**config.mk**
```make
export PLATFORM = sky130hd
export DESIGN_NAME = mp_bloom_cache
export DESIGN_NICKNAME = d
export VERILOG_FILES = /design/src/rtl/mpbc_pkg.sv /design/src/rtl/mpbc_level.sv /design/src/rtl/mpbc_decode.sv /design/src/rtl/mp_bloom_cache.sv
export SDC_FILE = /design/constraint.sdc
export NUM_CORES = 1
export LEC_CHECK = 0
export BUFFER_PORTS_ARGS = -buffer_cell sky130_fd_sc_hd__buf_2
export CELL_PAD_IN_SITES_DETAIL_PLACEMENT = 0
export CELL_PAD_IN_SITES_GLOBAL_PLACEMENT = 2
export CORE_UTILIZATION = 43
export DETAILED_ROUTE_END_ITERATION = 12
export GPL_TIMING_DRIVEN = 0
export PLACE_DENSITY = 0.87
export SYNTH_ARGS = -nofsm -noshare
export SYNTH_HDL_FRONTEND = slang
export SYNTH_SLANG_ARGS = --single-unit
```
**constraint.sdc**
```tcl
create_clock -name clk -period 5 [get_ports clk]
set_clock_uncertainty 0.1 [all_clocks]
set_input_delay 0.5 -clock clk [delete_from_list [all_inputs] [get_ports clk]]
set_output_delay 0.5 -clock clk [all_outputs]
set_load 0.01 [all_outputs]
```
**src/rtl/mpbc_pkg.sv**
```systemverilog
// Package: shared helpers for the multi-outcome Bloom cache.
// Assumes every modulus passed in is a power of two.
package mpbc_pkg;

    // Wrap a value into 0..n-1 for a power-of-two n.
    function automatic int unsigned wrap_pow2(input int unsigned v, input int unsigned n);
        return v & (n - 1);
    endfunction

    // Width of an index into n items, at least one bit.
    function automatic int unsigned idx_width(input int unsigned n);
        return (n > 1) ? $clog2(n) : 1;
    endfunction

endpackage

```
**src/rtl/mpbc_level.sv**
```systemverilog
// One storage level: 2**BIN_AW bins of NUM_OUT bits each.
// An insert is a two-stage read-modify-write. Stage A reads the bin and ORs
// in the mask. Stage B writes the word back. A stage-A read or a query read
// that hits the bin under a pending write takes the pending word.
// Assumes at most one insert per cycle. Reset clears all bins.
module mpbc_level #(
    parameter int unsigned NUM_OUT = 8,
    parameter int unsigned BIN_AW  = 4
) (
    input  logic               clk,
    input  logic               rst_n,
    input  logic               ins_en,
    input  logic [BIN_AW-1:0]  ins_bin,
    input  logic [NUM_OUT-1:0] ins_mask,
    input  logic [BIN_AW-1:0]  qry_bin,
    output logic [NUM_OUT-1:0] qry_word
);
    localparam int unsigned NBINS = 1 << BIN_AW;

    logic [NUM_OUT-1:0] bins_q [NBINS];
    logic               pend_v;
    logic [BIN_AW-1:0]  pend_bin;
    logic [NUM_OUT-1:0] pend_word;
    logic [NUM_OUT-1:0] rd_fwd;

    // Stage-A read, taking the pending write when it targets the same bin.
    always_comb begin
        if (pend_v && (pend_bin == ins_bin)) rd_fwd = pend_word;
        else                                 rd_fwd = bins_q[ins_bin];
    end

    // Query read, with the same forwarding from the pending write.
    always_comb begin
        if (pend_v && (pend_bin == qry_bin)) qry_word = pend_word;
        else                                 qry_word = bins_q[qry_bin];
    end

    // Stage A -> B: capture the merged word and its bin.
    always_ff @(posedge clk) begin
        if (!rst_n) begin
            pend_v    <= 1'b0;
            pend_bin  <= '0;
            pend_word <= '0;
        end else begin
            pend_v    <= ins_en;
            pend_bin  <= ins_bin;
            pend_word <= rd_fwd | ins_mask;
        end
    end

    // Stage B: write the merged word back; reset empties every bin.
    always_ff @(posedge clk) begin
        if (!rst_n) begin
            for (int b = 0; b < int'(NBINS); b++) bins_q[b] <= '0;
        end else if (pend_v) begin
            bins_q[pend_bin] <= pend_word;
        end
    end


    mask_kept_chk: assert property (@(posedge clk) disable iff (!rst_n)
        ins_en |=> pend_v && ((pend_word & $past(ins_mask)) == $past(ins_mask)));


    fwd_merge_chk: assert property (@(posedge clk) disable iff (!rst_n)
        (ins_en && pend_v && (pend_bin == ins_bin))
        |=> ((pend_word & $past(pend_word)) == $past(pend_word)));

endmodule

```
**src/rtl/mpbc_decode.sv**
```systemverilog
// Query decoder: ANDs the level words, checks for exactly one survivor,
// removes the rotation and registers the response.
// Assumes NUM_OUT is a power of two. Latency is one cycle.
module mpbc_decode
    import mpbc_pkg::*;
#(
    parameter int unsigned NUM_OUT = 8,
    parameter int unsigned LEVELS  = 3,
    localparam int unsigned OW     = idx_width(NUM_OUT)
) (
    input  logic                      clk,
    input  logic                      rst_n,
    input  logic                      qry_valid,
    input  logic [LEVELS*NUM_OUT-1:0] words,
    input  logic [OW-1:0]             qry_rot,
    output logic                      rsp_valid,
    output logic                      rsp_hit,
    output logic [OW-1:0]             rsp_outcome
);
    logic [NUM_OUT-1:0] andw;
    logic [OW-1:0]      bit_idx;
    logic [OW-1:0]      out_c;
    logic               single;

    // AND the addressed words of all levels.
    always_comb begin
        andw = '1;
        for (int k = 0; k < int'(LEVELS); k++) andw &= words[k*NUM_OUT +: NUM_OUT];
    end

    // Locate the surviving bit and undo the rotation.
    always_comb begin
        bit_idx = '0;
        for (int b = 0; b < int'(NUM_OUT); b++) if (andw[b]) bit_idx = OW'(b);
        single = ($countones(andw) == 1);
        out_c  = OW'(wrap_pow2(32'(bit_idx) + NUM_OUT - 32'(qry_rot), NUM_OUT));
    end

    // Register the response; a miss reports outcome 0.
    always_ff @(posedge clk) begin
        if (!rst_n) begin
            rsp_valid   <= 1'b0;
            rsp_hit     <= 1'b0;
            rsp_outcome <= '0;
        end else begin
            rsp_valid   <= qry_valid;
            rsp_hit     <= qry_valid && single;
            rsp_outcome <= (qry_valid && single) ? out_c : '0;
        end
    end


    hit_has_valid_chk: assert property (@(posedge clk) disable iff (!rst_n)
        rsp_hit |-> rsp_valid);


    not_single_miss_chk: assert property (@(posedge clk) disable iff (!rst_n)
        (qry_valid && ($countones(andw) != 1)) |=> !rsp_hit);


    miss_zero_out_chk: assert property (@(posedge clk) disable iff (!rst_n)
        !rsp_hit |-> (rsp_outcome == '0));

endmodule

```
**src/rtl/mp_bloom_cache.sv**
```systemverilog
// Top: multi-outcome Bloom classification cache.
// Builds the rotated one-hot insert mask, instantiates LEVELS storage
// levels and feeds their query words to the decoder.
// Assumes NUM_OUT is a power of two and hashes arrive already computed.
module mp_bloom_cache
    import mpbc_pkg::*;
#(
    parameter int unsigned NUM_OUT = 8,
    parameter int unsigned LEVELS  = 3,
    parameter int unsigned BIN_AW  = 4,
    localparam int unsigned OW     = idx_width(NUM_OUT),
    localparam int unsigned HW     = LEVELS * BIN_AW
) (
    input  logic          clk,
    input  logic          rst_n,
    input  logic          ins_valid,
    input  logic [HW-1:0] ins_hash,
    input  logic [OW-1:0] ins_rot,
    input  logic [OW-1:0] ins_outcome,
    input  logic          qry_valid,
    input  logic [HW-1:0] qry_hash,
    input  logic [OW-1:0] qry_rot,
    output logic          rsp_valid,
    output logic          rsp_hit,
    output logic [OW-1:0] rsp_outcome
);
    logic [OW-1:0]             ins_bit;
    logic [NUM_OUT-1:0]        ins_mask;
    logic [LEVELS*NUM_OUT-1:0] lvl_words;

    // Rotated bit position and its one-hot mask.
    always_comb begin
        ins_bit  = OW'(wrap_pow2(32'(ins_outcome) + 32'(ins_rot), NUM_OUT));
        ins_mask = NUM_OUT'(1) << ins_bit;
    end

    for (genvar k = 0; k < int'(LEVELS); k++) begin : g_lvl
        mpbc_level #(.NUM_OUT(NUM_OUT), .BIN_AW(BIN_AW)) u_lvl (
            .clk      (clk),
            .rst_n    (rst_n),
            .ins_en   (ins_valid),
            .ins_bin  (ins_hash[k*BIN_AW +: BIN_AW]),
            .ins_mask (ins_mask),
            .qry_bin  (qry_hash[k*BIN_AW +: BIN_AW]),
            .qry_word (lvl_words[k*NUM_OUT +: NUM_OUT])
        );
    end

    mpbc_decode #(.NUM_OUT(NUM_OUT), .LEVELS(LEVELS)) u_dec (
        .clk         (clk),
        .rst_n       (rst_n),
        .qry_valid   (qry_valid),
        .words       (lvl_words),
        .qry_rot     (qry_rot),
        .rsp_valid   (rsp_valid),
        .rsp_hit     (rsp_hit),
        .rsp_outcome (rsp_outcome)
    );


    ins_mask_onehot_chk: assert property (@(posedge clk) disable iff (!rst_n)
        ins_valid |-> $onehot(ins_mask));


    rsp_follows_qry_chk: assert property (@(posedge clk) disable iff (!rst_n)
        rsp_valid |-> $past(qry_valid));

endmodule

```
# Word-level counts from Yosys, hierarchy flattened
# Memory sizes are Yosys's and may differ from the RTL's.
# Cells that the tools add are included.
# Widths: inputs -> output; s select.
# totals
mem_count,3
output_inout_bits,5
ram_bits,384
word_cells,73
register_bits,42
# memory_table
memory,depth,width,read_ports,rd_ports_with_merged_regs,write_ports,line_no,rtl
g_lvl[0].u_lvl.bins_q,16,8,2,0,16,mpbc_level.sv:20,logic [NUM_OUT-1:0] bins_q [NBINS];
g_lvl[1].u_lvl.bins_q,16,8,2,0,16,mpbc_level.sv:20,
g_lvl[2].u_lvl.bins_q,16,8,2,0,16,mpbc_level.sv:20,
# op_classes
n_mux,26
reduce_logical,11
eq_ne,7
bitwise,5
addsub,10
shifts,1
# ops
cell,count
$add 32x32->32,3
$mux 8,9
$eq 32x2->1 const B,1
$eq 4x4->1,6
$or 8x8->8,3
$reduce_or 8->1,3
$and 8x8->8,2
$mux 3,4
$mux 4,3
$add 1x1->2,4
$mux 1,8
$shl 1x3->8 const A,1
$logic_and 1x1->1,7
$mux 2,2
$add 3x1->3 const B,1
$add 3x3->3,1
$sub 3x3->3,1
$reduce_and 2->1,1

# Depth between registers and ports, before layout
# depth
depth_word,14
ltp_mapped,19

# Cells and area by module
# A second synthesis with hierarchy kept.
# hier_totals
cells_unflattened,1528
area_unflattened_um2,23283.6
# modules_own_cells
module,n_inst,seq_area_each_um2,cells_per_inst,area_each_um2
mpbc_level,3,4103.9,487,7559.8
mpbc_decode,1,100.1,49,460.4
mp_bloom_cache,1,0.0,18,143.9

# Least setup slack after synthesis
# No wires, ideal clock.
# synth_timing
path_type,input to register
startpoint,in qry_hash[8]
endpoint,reg u_dec.rsp_outcome[2]
required_time_ns,4.828
t_arrival_ns,4.802
setup_time_ns,0.072
setup_slack_ns,0.026
path_stages,15
path_buffers,2
cell_sequence,buf_2 buf_4 mux4_2 mux4_2 or2_1 o2111a_2 ha_1 fa_1 fa_1 ha_1 fa_1 nor4b_1 nand2_1 or2_2 mux2i_1
# synth_between
elab_chain_cells,13
# synth_lines
item,line_no,rtl
from (decl),mp_bloom_cache.sv:21,"input logic [HW-1:0] qry_hash,"
"parallel branches: the longest is 2 deep, another holds $mem_v2 16x8",n/a,
$mux 8 *,mpbc_level.sv:34,if (pend_v && (pend_bin == qry_bin)) qry_word = pend_word;
$and 8x8->8 *,mpbc_decode.sv:28,for (int k = 0; k < int'(LEVELS); k++) andw &= words[k*NUM_OUT +: NUM_OUT];
"parallel branches: the longest is 9 deep, another holds $add 32x32->32",n/a,
to (signal assigned),mpbc_decode.sv:48,rsp_outcome <= (qry_valid && single) ? out_c : '0;
to (decl),mpbc_decode.sv:18,output logic [OW-1:0] rsp_outcome
# Mark *: on every way between the ends.
# A chain may end at the register's enable or synchronous reset.

# Final worst setup path
# layout_timing
startpoint,in qry_hash[4]
endpoint,reg u_dec.rsp_outcome[2]
# layout_between
elab_chain_cells,14
# layout_lines
item,line_no
"parallel branches: the longest is 2 deep, another holds $mem_v2 16x8",n/a
$mux 8 *,mpbc_level.sv:34
$and 8x8->8 * (2 in series),mpbc_decode.sv:28
"parallel branches: the longest is 9 deep, another holds $add 32x32->32",n/a
# Marks and branches as above.

==> summary.txt <==
Clock tree
  • H-tree depth: 2
  • Clock transition at path regs: 0.06 ns
  • Clock buffer depth: 3
  • Number of buffers created by CTS: 46
  • Clock sink count: 426
  • Clock tree from TritonCTS: done
  • Clk root buf: sky130_fd_sc_hd__clkbuf_16
  • Insertion delay to the later sink of the worst-skew pair: 0.62 ns

Timing
  • Post-route worst setup slack: 0.159 ns
  • Max Transition Viols Final: 0
  • Actual slew at the worst max-slew pin: 1.48 ns
  • Minimum clock period: 4.84 ns
  • Achievable frequency: 207 MHz
  • Post-route fraction of the period consumed by the critical path: 0.968
  • Final Hold Slack: 0.0565 ns
  • Final count of hold timing violations: 0
  • Setup Viol. Count Final: 0
  • Max_slew headroom: 0.00274

GRT
  • Global-route usage over all layers: 0.262
  • Wire length of the first global-routing pass: 101 mm
  • Residual overflow from global routing: 0
  • Number of global-route vias before repair: 14400
  • Initial antenna violation count: 1
  • Largest net degree at the start of global routing: 14

Critical path
  • Startpoint type of the worst setup path: primary input
  • Crit path max fanout: 9
  • Data required time of the worst path: 5.40 ns
  • CP Capture Type: register
  • Series of cell instances along the critical path: buf_4 -> buf_12 -> buf_16 -> buf_12 -> mux2i_2 -> a221oi_2 -> buf_4 -> nor2_1 -> o211a_1 -> or4_4 -> inv_2 -> ha_2 -> fa_2 -> fa_1 -> ha_2 -> fa_1 -> nor4b_2 -> nand2_1 -> or2_4 -> mux2i_4
  • Signal arrival time at the worst endpoint: 5.24 ns
  • Critical path's slowest cell: sky130_fd_sc_hd__fa_1
  • Slowest cell delay on critical path: 0.50 ns
  • Setup Crit Path Kind: primary input to register

Synth
  • Average size of a mapped cell: 15.0 µm²
  • Number of synthesized register bits: 426
  • Count of unique library cells instantiated by Yosys: 53
  • Post-Synthesis Cell Area: 23000 µm²
  • Net count after synthesis: 1590
  • Yosys warning total: 0
  • Most used flip-flop cell after synthesis: sky130_fd_sc_hd__edfxtp_1
  • Post-Synthesis Cells: 1539
  • Number of enable-type register cells in the synthesized netlist: 384
  • Share of synthesized area occupied by flip-flops and latches: 0.537
  • Post-synthesis async set-or-reset flop share: 0

Route
  • Via count normalized by instance count: 6.25
  • Average detailed-routed wire length per instance: 29.6 µm
  • Residual DRC: 4
  • Final Routed Wirelength: 69.8 mm
  • Number of nets still failing antenna checks after routing: 0
  • Number of iterations in the first detailed-routing pass: 9
  • Vias after detailed routing: 14700
  • Initial DRC Count: 1590

Finish
  • Number of nets in the layout: 1684
  • Leading cell types in the layout, fill and taps excluded: sky130_fd_sc_hd__edfxtp_1, sky130_fd_sc_hd__and2_1, sky130_fd_sc_hd__mux4_2
  • Fraction of final layout cells sized beyond drive strength 1: 0.242
  • Synthesis-to-finish area growth: 12.9%
  • Most common library cell in the layout ignoring fill and taps: sky130_fd_sc_hd__edfxtp_1

Place
  • Minimum setup slack after placement: -1.24 ns
  • Final weighted congestion of routability-driven global placement: 0.940
  • HPWL after detailed placement: 51.1 mm
  • Port Buffer Count: 19

Worst hold path
  • Hold Path Class: primary input to register

Pwr
  • VDD IR max: 0.279 mV
  • Leakage power figure: 9.08 nW
  • Power density of the placed cells: 336 nW/µm²
  • Pwr Total: 8.73 mW

Run
  • Max-cap violations: 1

Floorplan
  • Starting utilization of the core area: 0.437
  • Top-Level Pins: 42
  • CORE AREA: 52800 µm²
  • Vert. Die Dim: 234 µm
  • Die Width: 234 µm
  • Total Die Area: 54500 µm²
  • Number of standard-cell rows in the floorplan: 84

Status
  • Outcome: finished, violations left
  • Failing checks: design-rule violations, max-capacitance violations
[report_power, final]
part / total, mW / switching (mW) / internal [mW] / leakage, nW
clock network: 3.51 / 1.47 / 2.04 / 0.744
registers: 4.17 / 0.141 / 4.02 / 4.32
logic: 1.06 / 0.623 / 0.434 / 4.02
[logic make-up after synthesis]
logic type,Yosys count,share of synthesized area
AND/OR/NAND/NOR,547,0.139
flip-flops,426,0.537
multiplexers,285,0.248
buffers and inverters,140,0.0280
AO/OA/AOI/OAI,98,0.0281
XOR/XNOR,29,0.0110
adder cells (fa/ha/maj),14,0.00956
[synth_stat cells (13+ instances only)]
library cell / count / area (µm²)
sky130_fd_sc_hd__mux4_2: 201 / 4530
sky130_fd_sc_hd__buf_1: 13 / 48.8
sky130_fd_sc_hd__and2_1: 335 / 2100
sky130_fd_sc_hd__dfxtp_1: 42 / 841
sky130_fd_sc_hd__clkbuf_1: 80 / 300
sky130_fd_sc_hd__edfxtp_1: 384 / 11500
sky130_fd_sc_hd__nor3_1: 65 / 325
sky130_fd_sc_hd__nor2_1: 55 / 206
sky130_fd_sc_hd__o21ai_0: 39 / 195
sky130_fd_sc_hd__buf_2: 22 / 110
sky130_fd_sc_hd__nand2b_1: 18 / 113
sky130_fd_sc_hd__xor2_1: 14 / 123
sky130_fd_sc_hd__nor4_1: 16 / 100
sky130_fd_sc_hd__mux2i_1: 61 / 611
sky130_fd_sc_hd__a21boi_0: 24 / 180
sky130_fd_sc_hd__nand2_1: 26 / 97.6
sky130_fd_sc_hd__mux4_1: 21 / 552
sky130_fd_sc_hd__xnor2_1: 15 / 131
[worst max-delay path, delay by kind of cell]
kind                     cells  cell delay, ns
multiplexers                 2            0.35
AND/OR/NAND/NOR              5            1.17
buffers and inverters        6            0.84
adder cells (fa/ha/maj)      5            1.88
AO/OA/AOI/OAI                2            0.49
[state kept, by name (all words and copies together), names as in the netlist]
name	flops
g_lvl.u_lvl.bins_q	384
g_lvl.u_lvl.pend_word	24
u_dec.rsp_valid	1
u_dec.rsp_hit	1
g_lvl.u_lvl.pend_bin	12
g_lvl.u_lvl.pend_v	1
u_dec.rsp_outcome	3
[per-stage QoR]
| stage | utilization | setup TNS [ns] | cell area, µm² | std cells |
|---|---|---|---|---|
| after floorplan | - | 0 | 23000 | 1539 |
| after global placement | 0.455 | -3.26 | 24000 | 2246 |
| after detailed placement | 0.456 | -3.51 | 24100 | 2254 |
| after CTS | 0.488 | 0 | 25800 | 2342 |
| after global routing | 0.493 | -0.00826 | 26000 | 2359 |
| final | 0.493 | 0 | 26000 | 2360 |
[timing repair]
item / CTS / global route
pin swaps: 9 / 12
hold buffers: 0 / 0
buffers inserted: 5 / 16
cloned: 0 / 0
setup endpoints to repair: 4 / 2
resized for setup: 40 / 33
[metal layers]
layer	wire length [µm]	GRT usage	part of all wire
met5	12	0	0.00017
met4	2310	0.0751	0.033
met3	6250	0.0482	0.090
met2	33600	0.427	0.48
met1	27600	0.358	0.40
[cell type report]
class | count | area (µm²)
Antenna cell | 1 | 2.50
Buffer | 123 | 658
Clock buffer | 65 | 1260
Clock inverter | 21 | 270
Fill cell | 4508 | 26800
Inverter | 12 | 45.0
Multi-Input combinational cell | 973 | 10200
Sequential cell | 426 | 12400
Tap cell | 688 | 861
Timing Repair Buffer | 51 | 345
[path summary, 6_finish.rpt]
| kind | endpoint | startpoint | depth (start not counted) | slack [ns] |
|---|---|---|---|---|
| hold / removal | g_lvl[1].u_lvl.pend_v | ins_valid | 2 | 0.06 |
| hold reg to reg | g_lvl[0].u_lvl.pend_word[7] | g_lvl[0].u_lvl.pend_word[7] | 2 | 0.46 |
| setup / recovery | u_dec.rsp_outcome[2] | qry_hash[4] | 20 | 0.16 |
| setup reg to reg | u_dec.rsp_outcome[2] | g_lvl[2].u_lvl.bins_q[6][3] | 14 | 0.18 |
(Power assumes the default switching activity.)
